[config.mk]
export PLATFORM = sky130hd
export DESIGN_NAME = pwm_aq
export DESIGN_NICKNAME = d
export VERILOG_FILES = /design/src/rtl/pwm_aq_pkg.sv /design/src/rtl/pwm_aq_regs.sv /design/src/rtl/pwm_aq_force.sv /design/src/rtl/pwm_aq_chan.sv /design/src/rtl/pwm_aq.sv
export SDC_FILE = /design/constraint.sdc
export NUM_CORES = 1
export LEC_CHECK = 0
export BUFFER_PORTS_ARGS = -buffer_cell sky130_fd_sc_hd__buf_4
export CAP_MARGIN = 30
export CORE_MARGIN = 5
export CORE_UTILIZATION = 61
export DETAILED_ROUTE_END_ITERATION = 12
export PLACE_DENSITY_LB_ADDON = 0.1
export RECOVER_POWER = 50
export SLEW_MARGIN = 20
export SYNTH_ARGS = -nofsm -noshare
export SYNTH_HDL_FRONTEND = slang
export SYNTH_SLANG_ARGS = --single-unit
[constraint.sdc]
create_clock -name clk -period 6.1 [get_ports clk]
set_input_delay 0.305 -clock clk [delete_from_list [all_inputs] [get_ports clk]]
set_output_delay 0.305 -clock clk [all_outputs]
set_load 0.01 [all_outputs]
[src/rtl/pwm_aq_pkg.sv]
package pwm_aq_pkg;
  localparam int ADDR_W = 3;
  localparam int NUM_CH = 2;

  // Write-port register addresses
  localparam logic [ADDR_W-1:0] ADR_CMP_A = 3'd0;
  localparam logic [ADDR_W-1:0] ADR_CMP_B = 3'd1;
  localparam logic [ADDR_W-1:0] ADR_ACT_A = 3'd2;
  localparam logic [ADDR_W-1:0] ADR_ACT_B = 3'd3;
  localparam logic [ADDR_W-1:0] ADR_FRC   = 3'd4;
  localparam logic [ADDR_W-1:0] ADR_RLD   = 3'd5;

  // Field offsets inside action and reload-mode words
  localparam int FLD_ZRO = 0;
  localparam int FLD_PRD = 2;
  localparam int FLD_CAU = 4;
  localparam int FLD_CBU = 8;
  localparam int FLD_RLD = 6;
  localparam int ACT_MSB = FLD_CBU + 1;

  typedef enum logic [1:0] {ACT_NONE, ACT_LOW, ACT_HIGH, ACT_TOG} act_e;
  typedef enum logic [1:0] {RLD_ZERO, RLD_PRD, RLD_EITHER, RLD_NOW} rld_e;
  typedef enum logic [1:0] {FRC_OFF, FRC_LOW, FRC_HIGH, FRC_OFF_ALT} frc_e;

  typedef struct packed {
    act_e cb;
    act_e ca;
    act_e prd;
    act_e zro;
  } act_set_t;
endpackage

[src/rtl/pwm_aq_regs.sv]
module pwm_aq_regs
  import pwm_aq_pkg::*;
#(
  parameter int CNT_W  = 16,
  parameter int DATA_W = 16
) (
  input  logic                           clk,
  input  logic                           rst,
  input  logic                           wr_en,
  input  logic [ADDR_W-1:0]              wr_addr,
  input  logic [DATA_W-1:0]              wr_data,
  output logic [NUM_CH-1:0][CNT_W-1:0]   cmp_o,
  output act_set_t [NUM_CH-1:0]          act_o,
  output logic [NUM_CH-1:0][1:0]         frc_sh_o,
  output rld_e                           rld_o
);
  logic unused_data;
  assign unused_data = ^wr_data;

  function automatic act_set_t decode_act(input logic [DATA_W-1:0] w);
    act_set_t r;
    r.zro = act_e'(w[FLD_ZRO +: 2]);
    r.prd = act_e'(w[FLD_PRD +: 2]);
    r.ca  = act_e'(w[FLD_CAU +: 2]);
    r.cb  = act_e'(w[FLD_CBU +: 2]);
    return r;
  endfunction

  always_ff @(posedge clk) begin
    if (rst) begin
      cmp_o    <= '0;
      act_o    <= '0;
      frc_sh_o <= '0;
      rld_o    <= RLD_ZERO;
    end else if (wr_en) begin
      case (wr_addr)
        ADR_CMP_A: cmp_o[0]  <= wr_data[CNT_W-1:0];
        ADR_CMP_B: cmp_o[1]  <= wr_data[CNT_W-1:0];
        ADR_ACT_A: act_o[0]  <= decode_act(wr_data);
        ADR_ACT_B: act_o[1]  <= decode_act(wr_data);
        ADR_FRC:   frc_sh_o  <= wr_data[2*NUM_CH-1:0];
        ADR_RLD:   rld_o     <= rld_e'(wr_data[FLD_RLD +: 2]);
        default: ;
      endcase
    end
  end

  // a compare write is visible on the next cycle
  p_cmp_write_r10: assert property (@(posedge clk) disable iff (rst)
    (wr_en && wr_addr == ADR_CMP_A) |=> (cmp_o[0] == $past(wr_data[CNT_W-1:0])));

  // reset clears the reload mode
  p_rld_reset_r1: assert property (@(posedge clk) disable iff (rst)
    $past(rst) |-> (rld_o == RLD_ZERO && frc_sh_o == '0));
endmodule

[src/rtl/pwm_aq_force.sv]
module pwm_aq_force
  import pwm_aq_pkg::*;
(
  input  logic                    clk,
  input  logic                    rst,
  input  logic                    tick,
  input  logic                    zero_evt,
  input  logic                    prd_evt,
  input  rld_e                    mode,
  input  logic [NUM_CH-1:0][1:0]  shadow,
  output logic [NUM_CH-1:0][1:0]  frc_o
);
  logic                   load;
  logic [NUM_CH-1:0][1:0] active_q;

  always_comb begin
    case (mode)
      RLD_ZERO:   load = tick && zero_evt;
      RLD_PRD:    load = tick && prd_evt;
      RLD_EITHER: load = tick && (zero_evt || prd_evt);
      default:    load = tick;
    endcase
  end

  // The copied value governs the level on the reload tick itself
  assign frc_o = load ? shadow : active_q;

  always_ff @(posedge clk) begin
    if (rst) active_q <= '0;
    else if (load) active_q <= shadow;
  end

  // no tick, no change of the active force
  p_force_idle_r2: assert property (@(posedge clk) disable iff (rst)
    !tick |=> $stable(active_q));

  // zero-reload mode ignores ticks without the zero strobe
  p_zero_only_r7: assert property (@(posedge clk) disable iff (rst)
    (mode == RLD_ZERO && !zero_evt) |=> $stable(active_q));

  // immediate mode copies the shadow on any tick
  p_now_load_r7: assert property (@(posedge clk) disable iff (rst)
    (tick && mode == RLD_NOW) |=> (active_q == $past(shadow)));
endmodule

[src/rtl/pwm_aq_chan.sv]
module pwm_aq_chan
  import pwm_aq_pkg::*;
(
  input  logic     clk,
  input  logic     rst,
  input  logic     tick,
  input  logic     ev_zero,
  input  logic     ev_prd,
  input  logic     ev_ca,
  input  logic     ev_cb,
  input  act_set_t act,
  input  logic [1:0] frc,
  output logic     out
);
  act_e sel;
  logic nxt;
  logic frc_free;

  // Later assignments win: compare B > compare A > period > zero
  always_comb begin
    sel = ACT_NONE;
    if (ev_zero && act.zro != ACT_NONE) sel = act.zro;
    if (ev_prd  && act.prd != ACT_NONE) sel = act.prd;
    if (ev_ca   && act.ca  != ACT_NONE) sel = act.ca;
    if (ev_cb   && act.cb  != ACT_NONE) sel = act.cb;
  end

  assign frc_free = (frc_e'(frc) != FRC_LOW) && (frc_e'(frc) != FRC_HIGH);

  always_comb begin
    case (sel)
      ACT_LOW:  nxt = 1'b0;
      ACT_HIGH: nxt = 1'b1;
      ACT_TOG:  nxt = ~out;
      default:  nxt = out;
    endcase
    if (frc_e'(frc) == FRC_LOW)  nxt = 1'b0;
    if (frc_e'(frc) == FRC_HIGH) nxt = 1'b1;
  end

  always_ff @(posedge clk) begin
    if (rst) out <= 1'b0;
    else if (tick) out <= nxt;
  end

  // output low right after reset
  p_reset_low_r1: assert property (@(posedge clk) disable iff (rst)
    $past(rst) |-> !out);

  // output holds between ticks
  p_hold_r2: assert property (@(posedge clk) disable iff (rst)
    !tick |=> $stable(out));

  // forced low / high win over any event
  p_force_low_r6: assert property (@(posedge clk) disable iff (rst)
    (tick && frc_e'(frc) == FRC_LOW) |=> !out);
  p_force_high_r6: assert property (@(posedge clk) disable iff (rst)
    (tick && frc_e'(frc) == FRC_HIGH) |=> out);

  // a lone toggle-coded zero event inverts the level
  p_toggle_r3: assert property (@(posedge clk) disable iff (rst)
    (tick && frc_free && ev_zero && !ev_prd && !ev_ca && !ev_cb && act.zro == ACT_TOG)
    |=> (out != $past(out)));
endmodule

[src/rtl/pwm_aq.sv]
module pwm_aq
  import pwm_aq_pkg::*;
#(
  parameter int CNT_W  = 16,
  parameter int DATA_W = 16
) (
  input  logic              clk,
  input  logic              rst,
  input  logic              tick,
  input  logic [CNT_W-1:0]  cnt,
  input  logic              cnt_up,
  input  logic              zero_evt,
  input  logic              prd_evt,
  input  logic              wr_en,
  input  logic [2:0]        wr_addr,
  input  logic [DATA_W-1:0] wr_data,
  output logic              pwm_a,
  output logic              pwm_b
);
  logic [NUM_CH-1:0][CNT_W-1:0] cmp;
  act_set_t [NUM_CH-1:0]        act;
  logic [NUM_CH-1:0][1:0]       frc_sh;
  logic [NUM_CH-1:0][1:0]       frc;
  rld_e                         rld;
  logic [NUM_CH-1:0]            hit;
  logic [NUM_CH-1:0]            out;

  pwm_aq_regs #(.CNT_W(CNT_W), .DATA_W(DATA_W)) u_regs (
    .clk      (clk),
    .rst      (rst),
    .wr_en    (wr_en),
    .wr_addr  (wr_addr),
    .wr_data  (wr_data),
    .cmp_o    (cmp),
    .act_o    (act),
    .frc_sh_o (frc_sh),
    .rld_o    (rld)
  );

  pwm_aq_force u_force (
    .clk      (clk),
    .rst      (rst),
    .tick     (tick),
    .zero_evt (zero_evt),
    .prd_evt  (prd_evt),
    .mode     (rld),
    .shadow   (frc_sh),
    .frc_o    (frc)
  );

  for (genvar k = 0; k < NUM_CH; k++) begin : g_ch
    assign hit[k] = cnt_up && (cnt == cmp[k]);

    pwm_aq_chan u_chan (
      .clk     (clk),
      .rst     (rst),
      .tick    (tick),
      .ev_zero (zero_evt),
      .ev_prd  (prd_evt),
      .ev_ca   (hit[0]),
      .ev_cb   (hit[1]),
      .act     (act[k]),
      .frc     (frc[k]),
      .out     (out[k])
    );
  end

  assign pwm_a = out[0];
  assign pwm_b = out[1];

  // a down-counting tick with no zero/period strobe and no force changes nothing
  p_down_quiet_r4: assert property (@(posedge clk) disable iff (rst)
    (tick && !cnt_up && !zero_evt && !prd_evt && frc[0][0] == frc[0][1] && frc[1][0] == frc[1][1])
    |=> ($stable(pwm_a) && $stable(pwm_b)));
endmodule

==> metrics.txt, run 1 <==
status=finished clean; drt pass-1 iters=4; Setup Fix Bufs, Post-CTS=0; Synth cell types=39; Final Power=0.8776 mW; GRT Total Usage=23.97%; ys flop type=dfxtp_1; post-layout instance area=0.003426 sq mm; Final Max Slew Viols=0; CP arrival=2440 ps; Slew @ Worst Pin=813.0 ps; Area Overhead vs Synth=18.79%; dpl ws=3964 ps; Clk Latency, worst-skew pair=340 ps; r2r startpoint=u_regs.rld_o[0]$_SDFFE_PP0P_; Crit path required time=about 6300 ps; Clock transition at path regs=70 ps; GRT overflow=0; Internal Pwr Total=between 0.6 and 0.7 mW; FF-to-FF setup slack=3890 ps; post-synth net total=398; first-pass GRT wire length=about 12 mm; Ys Warns=0; EDFF count, synth=0; path type of the worst setup path=reg2reg; Worst Path Buf+Inv=1; hold depth=3; proportion of layout cells with a drive suffix above 1=16.54%; RSZ-0062 raised after global routing=false; switching share of power=24.02%; critical path's largest stage delay=390 ps; slew margin rel.=45.68%; largest area contributor in the netlist=dfxtp_1; cell class contributing the biggest share of worst-path delay=compound AO/OA/AOI/OAI gates; LEAKAGE=1.311 nW; CTS tree=yes; IO buf count=43; Worst Skew=between 4 and 5 ps; max_cap viols=0; clk sinks=60; CP max-delay cell=dfxtp_1; drt drc=0; critical path depth=8; Final Hold Fails=0; switching power total=0.2108 mW; Synth async-reset ratio=0%; Critical Path Start Type=flop; Synth top area share=41.65%; worst min path class=in2reg; routability cong.=0.8245; drt first-iter violations=185; cells after synthesis=353; CTS Buf Count=9; Worst Setup EP=g_ch[0].u_chan.out$_SDFFE_PP0P_; syn_area_per_cell=8.170 sq um; Comb pwr share=9.4%; Crit. Startpoint=u_regs.rld_o[0]$_SDFFE_PP0P_; via count=2537; antenna violations before repair=0; RR Endpoint=g_ch[0].u_chan.out$_SDFFE_PP0P_; largest net degree at the start of global routing=61; fmax=452.8 MHz; Nets=439; area post-placement=around 0.0032 sq mm; Fin Setup TNS=0 ps; vias in the first global route=2463; DR WL/cell=15.25 um; number of vias per cell=5.600; total die area=about 0.0062 sq mm; IO Pins=44; post-route ant nets=0; Root Buffer Master=clkbuf_8; CTS resizes=0; final worst slack=between 3000 and 4000 ps; flops & latches, synth=60; post-synthesis sequential area ratio=41.65%; Post-Syn Area=0.002884 sq mm; Final Setup Violations=0; Initial Util=between 60% and 70%; Final min period=2208 ps; Routed WL=around 7 mm; sequential power share=46.2%; crit-path max FO=6; Antenna Cells=0; Die X=around 80 um; worst vdd ir=133.8 uV; FP Rows=25; PwrDens=256.2 mW/mm^2; hold-fix buffers at CTS=0; CTS max path bufs=2; die height=just under 80 um; period utilization=a little over a third; clock power share=44.4%; synth top area cells=dfxtp_1 (42%), nand2_1 (12%), a21oi_1 (7.1%); H-tree Lvls=3; crit end category=flop; hpwl dp=5.030 mm; Core Area=0.004661 sq mm; Reg2Reg Depth=8; crit path cell chain=inv_1 -> ha_1 -> a211oi_1 -> a21oi_1 -> o21ai_2 -> mux2i_1 -> o21ai_0 -> o211a_1
-- routing by layer --
layer	track usage, %	part of all wire, %	vias up
met5	0	0	-
met4	9.790	2.0	0
met3	5.442	6.3	14
met2	36.67	45	75
met1	32.62	47	1171
li1	-	-	1277
-- cell usage in the layout, fill, tap and decap left out, types with 4 or more instances in the layout --
cell type	n
buf_4	41
dfxtp_1	60
o21ai_0	8
nor2b_1	6
a21oi_1	41
nor2_1	25
mux2i_1	20
nor3_1	6
nand2_1	93
clkbuf_8	9
xnor2_1	14
xor2_1	18
clkbuf_1	4
-- state kept, by name, indices dropped and copies added (netlist names) --
| name | cells |
|---|---|
| u_regs.cmp_o | 32 |
| u_regs.act_o | 16 |
| u_regs.rld_o | 2 |
| u_regs.frc_sh_o | 4 |
| u_force.active_q | 4 |
| g_ch.u_chan.out | 2 |
-- Yosys cell counts, drive strengths merged, types with 3 or more instances --
master and count:
nand2b 3, mux2i 20, nor3 8, xor2 18
nor2b 6, clkbuf 14, o21ai 9, a21oi 41
ha 3, dfxtp 60, nand4 4, xnor2 14
a211oi 3, nor4 4, inv 3, nand2 93
nor2 26
-- worst min path at each step --
stage / from / end / slack [ps]
CTS: wr_data[14] / u_regs.cmp_o[14]$_SDFFE_PP0P_ / 210
global placement: u_regs.act_o[8]$_SDFFE_PP0P_ / u_regs.act_o[8]$_SDFFE_PP0P_ / 440
global route: wr_data[11] / u_regs.cmp_o[11]$_SDFFE_PP0P_ / 210
detailed placement: u_regs.act_o[8]$_SDFFE_PP0P_ / u_regs.act_o[8]$_SDFFE_PP0P_ / 450
floorplan: u_regs.act_o[8]$_SDFFE_PP0P_ / u_regs.act_o[8]$_SDFFE_PP0P_ / 440
finish: wr_data[11] / u_regs.cmp_o[11]$_SDFFE_PP0P_ / 220
-- per-stage QoR --
| stage | hold slack [ps] | util (%) | std cells |
|---|---|---|---|
| after CTS | 211.6 | 73.85 | 453 |
| after detailed placement | 451.0 | 69.21 | 437 |
| after floorplan | 436.5 | - | 353 |
| after global placement | 442.0 | 68.97 | 436 |
| after global routing | 207.9 | 73.50 | 453 |
| final | 220.3 | 73.50 | 453 |
-- final cells by class --
cell class,count,area (sq um)
Tap cell,54,67.56
Sequential cell,60,1201
Clock inverter,6,88.84
Multi-Input combinational cell,275,1599
Timing Repair Buffer,45,330.3
Fill cell,380,1235
Clock buffer,10,127.6
Inverter,3,11.26
-- power by group through the flow --
stage	logic, mW	registers [mW]	clock network, mW
final	0.0825	0.405	0.390
after global routing	0.0910	0.406	0.412
after CTS	0.0831	0.405	0.394
after detailed placement	0.0826	0.414	0
after global placement	0.0816	0.414	0
after floorplan	0.0433	0.413	0
-- worst reg2reg max path, cell delays in order (launching register included) --
cell      delay (ps)
dfxtp_1          390
inv_1             60
ha_1             300
a211oi_1         210
a21oi_1          130
o21ai_2          380
mux2i_1          290
o21ai_0          130
o211a_1          210
-- kinds of logic (layout without fill, tap and decap cells) --
kind of cell | after synthesis | after routing | share of synthesized area, %
AO/OA/AOI/OAI | 65 | 65 | 13.19
XOR/XNOR | 32 | 32 | 9.718
adder cells (fa/ha/maj) | 3 | 3 | 1.302
buffers and inverters | 18 | 64 | 2.733
flip-flops | 60 | 60 | 41.65
multiplexers | 20 | 20 | 6.941
AND/OR/NAND/NOR | 155 | 155 | 24.47
No activity file was read; power rests on OpenSTA's default activity.
==> run 2: changes to the inputs <==
--- a/config.mk
+++ b/config.mk
@@ -5,10 +5,11 @@
 export SDC_FILE = /design/constraint.sdc
 export NUM_CORES = 1
 export LEC_CHECK = 0
+export ABC_AREA = 1
 export BUFFER_PORTS_ARGS = -buffer_cell sky130_fd_sc_hd__buf_4
 export CAP_MARGIN = 30
 export CORE_MARGIN = 5
-export CORE_UTILIZATION = 61
+export CORE_UTILIZATION = 51
 export DETAILED_ROUTE_END_ITERATION = 12
 export PLACE_DENSITY_LB_ADDON = 0.1
 export RECOVER_POWER = 50
==> constraint.sdc (replaced) <==
create_clock -name clk -period 1.91 [get_ports clk]
set_input_delay 0.0955 -clock clk [delete_from_list [all_inputs] [get_ports clk]]
set_output_delay 0.0955 -clock clk [all_outputs]
set_load 0.01 [all_outputs]
==> run 2 against run 1 <==
Net effect:
- utilization decreased by 11 points
- global-route usage decreased by 2.4 points
- synthesized cell count increased by 32%
- hold slack got worse by 210 ps
- sequential share of layout area decreased by 2.7 points
- combinational power increased to 5.0 times the previous value
- cell count increased by 31%
- total power increased to 3.1 times the previous value
- largest power group unchanged
==> metrics.txt, run 2 <==
PwrDens=720.4 mW/mm^2; ys flop type=dfxtp_1; hold depth=3; synth top area cells=dfxtp_1 (39%), o21ai_0 (10%), inv_1 (9.3%); CP arrival=2010 ps; Reg with most FFs=u_regs.cmp_o; cells after synthesis=465; Worst Skew=4.276 ps; Final Hold Fails=0; Die X=88.02 um; Crit path required time=2130 ps; crit end category=flop; area post-placement=0.003493 sq mm; Synth top area share=38.69%; r2r startpoint=u_regs.rld_o[0]$_SDFFE_PP0P_; Root Buffer Master=clkbuf_8; non-filler cells, final=595; hold endpoint=u_regs.cmp_o[22]$_SDFFE_PP0P_; Final min period=1784 ps; CTS max path bufs=2; GRT Total Usage=between 20 and 25%; multi-input logic area=approximately 0.0016 sq mm; first-pass GRT wire length=12.93 mm; Antenna Cells=0; status=finished clean; syn_area_per_cell=between 6 and 7 sq um; path type of the worst setup path=reg2reg; proportion of layout cells with a drive suffix above 1=15.58%; CTS Buf Count=9; Met2 Wirelength=3.439 mm; H-tree Lvls=3; flops & latches, synth=60; drt first-iter violations=186; largest area contributor in the netlist=dfxtp_1; post-layout instance area=0.003716 sq mm; placed insts=573; period utilization=93.42%; commonest non-fill, non-tap cell in the layout=inv_1; most common cell in the netlist=inv_1; slew margin rel.=45.54%; Routed WL=7.865 mm; GRT overflow=0; Synth cell types=33; worst hold start=wr_data[6]; clk sinks=60; max_cap viols=0; Ys Warns=0; FF-to-FF setup slack=130 ps; Final Max Slew Viols=0; DR top layer=met4; hpwl dp=about 5.7 mm; Synth async-reset ratio=0%; total die area=0.007747 sq mm; Area Overhead vs Synth=19.71%; EDFF count, synth=0; Clk Latency, worst-skew pair=330 ps; Reg2Reg Depth=12; via count=3028; met3 routed WL=roughly 360 um; Critical Path Start Type=flop; Reg area=0.001204 sq mm; Initial Util=52.43%; CTS tree=yes; Fin Setup TNS=0 ps; LEAKAGE=1.655 nW; crit-path max FO=4; DR WL/cell=13.22 um; worst min path class=in2reg; Clock transition at path regs=70 ps; Final Setup Violations=0; commonest cells in the netlist=inv_1 (77), nand2_1 (76), o21ai_0 (64), dfxtp_1 (60), nor2_1 (59); max reg flops=32; RR Endpoint=g_ch[0].u_chan.out$_SDFFE_PP0P_; drt drc=0; die height=88.02 um; routability cong.=0.8728; FILL cells=slightly below 600; largest net degree at the start of global routing=57; Core Area=slightly below 0.006 sq mm; most frequent cells in the layout=inv_1 (76), nand2_1 (75), o21ai_0 (63); antenna violations before repair=0; IO Pins=44; Met1 Routed Length=3.904 mm; Post-Syn Area=0.003104 sq mm; post-synthesis sequential area ratio=38.69%; post-route ant nets=0; worst vdd ir=515.7 uV; drt pass-1 iters=5; IO buf count=43; vias in the first global route=2810; fmax=560.4 MHz; post-synth net total=around 500; Slew @ Worst Pin=816.1 ps; Largest regs=u_regs.cmp_o x32, u_regs.act_o x16; Nets=561; FP Rows=28; number of vias per cell=about 5
==> run 2: cell families after synthesis <==
| kind of cell | count (synthesis) | share of synthesized area (%) |
|---|---|---|
| and+or+nand+nor | 169 | 23.78 |
| AOI/OAI and AO/OA | 130 | 22.53 |
| buffers and inverters | 95 | 11.53 |
| DFF | 60 | 38.69 |
| xor gates and xnor gates | 8 | 2.257 |
| adders and majority gates | 3 | 1.209 |
==> run 2: layout make-up <==
cell class              instances  share of cell area [%]
well taps                      75                   2.525
multi-input cells             310                   42.09
inverters                      82                   8.283
flip-flops and latches         60                   32.39
repair buffers                 53                   10.67
clock inverters                 3                  0.4040
clock buffers                  12                   3.636
==> run 2: critical path, cell delays in order, from the launching register on <==
cell and delay, ps:
dfxtp_2 350, inv_2 60, ha_4 240, nor2_1 90
o21ai_1 60, nand2_1 110, o21ai_4 80, buf_4 140
o21a_1 190, nor3_1 190, nor2_1 70, nand2_1 70
a21oi_2 40
==> run 2: layer usage <==
metal / track usage, % / up-vias
met4: 8.791 / 0
met2: 33.15 / 84
met1: 29.97 / 1339
li1: - / 1590
met5: 0 / -
met3: 3.951 / 15
==> run 2: worst max path at each step <==
stage                            startpoint  slack, ps                               to  depth (start not counted)
6_report       u_regs.rld_o[0]$_SDFFE_PP0P_        130  g_ch[0].u_chan.out$_SDFFE_PP0P_                         12
5_1_grt        u_regs.rld_o[0]$_SDFFE_PP0P_         -2  g_ch[0].u_chan.out$_SDFFE_PP0P_                         13
4_1_cts        u_regs.rld_o[0]$_SDFFE_PP0P_         30  g_ch[1].u_chan.out$_SDFFE_PP0P_                         11
3_5_place_dp   u_regs.rld_o[0]$_SDFFE_PP0P_         10  g_ch[0].u_chan.out$_SDFFE_PP0P_                         11
3_3_place_gp   u_regs.rld_o[0]$_SDFFE_PP0P_        140  g_ch[0].u_chan.out$_SDFFE_PP0P_                         11
2_1_floorplan  u_regs.rld_o[0]$_SDFFE_PP0P_        220  g_ch[0].u_chan.out$_SDFFE_PP0P_                         11
==> run 2: where the power goes <==
| group | switching, mW | internal (mW) |
|---|---|---|
| logic | 0.238 | 0.172 |
| clock network | 0.479 | 0.458 |
| registers | 0.0279 | 1.30 |
==> run 2: per-stage QoR <==
stage	setup WS, ps	hold WS, ps	total power [mW]	util (%)
CTS	27.18	3.368	2.680	62.24
finish	125.7	10.85	2.677	62.76
detailed placement	11.10	306.1	1.749	59.00
floorplan	217.9	166.8	1.586	-
global placement	141.2	305.6	1.742	59.00
global route	-2.403	36.14	2.816	62.76
==> run 2: what timing repair did <==
action / in CTS / in global routing
hold endpoints to repair: 8 / 0
hold buffers: 4 / 0
pin swaps: 2 / 6
buffers inserted: 0 / 3
setup endpoints to repair: 2 / 2
resized for setup: 2 / 5
==> run 3: changes to the inputs <==
==> constraint.sdc (replaced) <==
create_clock -name clk -period 1.91 [get_ports clk]
set_input_delay 0.382 -clock clk [delete_from_list [all_inputs] [get_ports clk]]
set_output_delay 0.382 -clock clk [all_outputs]
set_load 0.01 [all_outputs]
==> run 3 against run 2 <==
Net effect:
- worst setup slack lost 28 ps
- combinational power hardly changed
- non-clock buffer count decreased by 5
- largest cell class unchanged
- critical path type unchanged
- hold slack improved by 230 ps
- total power is 9.0% higher
- via count shrank 0.40%
- fmax decreased by 1.6%
==> metrics.txt, run 3 (synthesis gave the netlist of run 2 again) <==
LEAKAGE=1.653 nW; IO buf count=43; Worst Skew=4.265 ps; commonest non-fill, non-tap cell in the layout=inv_1; CTS Buf Count=9; drt first-iter violations=166; die height=88.02 um; antenna violations before repair=0; CTS tree=yes; max_cap viols=0; Final min period=1813 ps; DR WL/cell=13.40 um; clk sinks=60; proportion of layout cells with a drive suffix above 1=15.50%; Antenna Cells=0; crit end category=flop; vias in the first global route=2846; final worst slack=97.43 ps; via count=about 3000; IO Pins=44; Largest regs=u_regs.cmp_o x32, u_regs.act_o x16; Routed WL=slightly below 8 mm; dpl ws=78.16 ps; Clk Latency, worst-skew pair=340 ps; GRT Total Usage=21.90%; crit-path max FO=8; drt pass-1 iters=4; total die area=0.007747 sq mm; Area Overhead vs Synth=20.23%; number of vias per cell=5.103; most frequent cells in the layout=inv_1 (77), nand2_1 (76), o21ai_0 (63); Crit. Startpoint=u_regs.rld_o[0]$_SDFFE_PP0P_; Initial Util=52.43%; path type of the worst setup path=reg2reg; GRT overflow=0; Critical Path Start Type=flop; slew margin rel.=50.86%; Final Max Slew Viols=0; first-pass GRT wire length=about 13 mm; Root Buffer Master=clkbuf_8; Final Setup Violations=0; post-route ant nets=0; drt drc=0; Nets=between 500 and 600; Worst Setup EP=g_ch[0].u_chan.out$_SDFFE_PP0P_; worst min path class=in2reg; Die X=88.02 um; PwrDens=between 700 and 800 mW/mm^2; Crit path required time=between 2000 and 2500 ps; fmax=551.7 MHz; routability cong.=approximately 0.87; period utilization=94.90%; CP arrival=2090 ps; H-tree Lvls=3; RR Endpoint=g_ch[0].u_chan.out$_SDFFE_PP0P_; status=finished clean; worst vdd ir=500.5 uV; Reg2Reg Depth=12; FF-to-FF setup slack=100 ps; CTS max path bufs=2; Slew @ Worst Pin=736.4 ps; Core Area=0.005921 sq mm; largest net degree at the start of global routing=57; Reg with most FFs=u_regs.cmp_o; Clock transition at path regs=70 ps; hpwl dp=5.822 mm; max reg flops=32; FP Rows=28; r2r startpoint=u_regs.rld_o[0]$_SDFFE_PP0P_; Fin Setup TNS=0 ps; Final Hold Fails=0
## run 3: critical path: stages, from the launching register on
cell and delay (ps):
dfxtp_2 350, inv_1 70, ha_4 270, nor2_1 40
o21ai_1 70, nand2_1 100, o21ai_4 270, nand2_1 120
o21ai_2 110, nor3_2 70, nor2_1 110, nand2_1 80
a21oi_2 100
## run 3: routing by layer
layer	GRT usage, %	wire length [um]
met1	30.00	3837
met2	32.88	3437
met3	4.610	435
met4	10.44	210
met5	0	0
## run 3: area by class of cell
type / count / area [sq um]
multi-input combinational: 310 / 1573
inverter: 82 / 307.8
clock inverter: 4 / 47.55
tap: 75 / 93.84
timing repair buffer: 48 / 351.6
sequential: 60 / 1204
fill: 568 / 2188
clock buffer: 12 / 155.1
## run 3: power by group
part           internal [mW]  total [mW]  switching, mW
Sequential              1.30        1.33         0.0277
Clock                  0.670        1.18          0.512
Combinational          0.167       0.408          0.241
Total                   2.14        2.92          0.780
## run 3: through the flow
stage	cell area (sq um)	utilization [%]	hold WS [ps]	power, mW	cells
after floorplan	3104	-	424.0	1.586	465
after global placement	3513	59.34	437.4	1.747	574
after detailed placement	3513	59.34	448.5	1.755	574
after CTS	3716	62.76	229.4	2.932	590
after global routing	3732	63.04	234.9	3.060	591
final	3732	63.04	242.6	2.918	591
## run 3: worst min path at each step
stage | from | endpoint | slack (ps) | cells past startpoint
after floorplan | u_regs.act_o[8]$_SDFFE_PP0P_ | u_regs.act_o[8]$_SDFFE_PP0P_ | 420 | 2
after global placement | u_regs.act_o[9]$_SDFFE_PP0P_ | u_regs.act_o[9]$_SDFFE_PP0P_ | 440 | 2
after detailed placement | u_regs.act_o[9]$_SDFFE_PP0P_ | u_regs.act_o[9]$_SDFFE_PP0P_ | 450 | 2
after CTS | rst | u_force.active_q[3]$_SDFF_PP0_ | 230 | 2
after global routing | rst | u_force.active_q[1]$_SDFF_PP0_ | 230 | 2
final | rst | u_force.active_q[3]$_SDFF_PP0_ | 240 | 2
## run 3: repair_timing
action / in CTS / in global routing
setup endpoints to repair: 0 / 2
hold buffers: 0 / 0
gates resized for setup: 0 / 9
hold endpoints to repair: 0 / 0
buffers inserted: 0 / 1
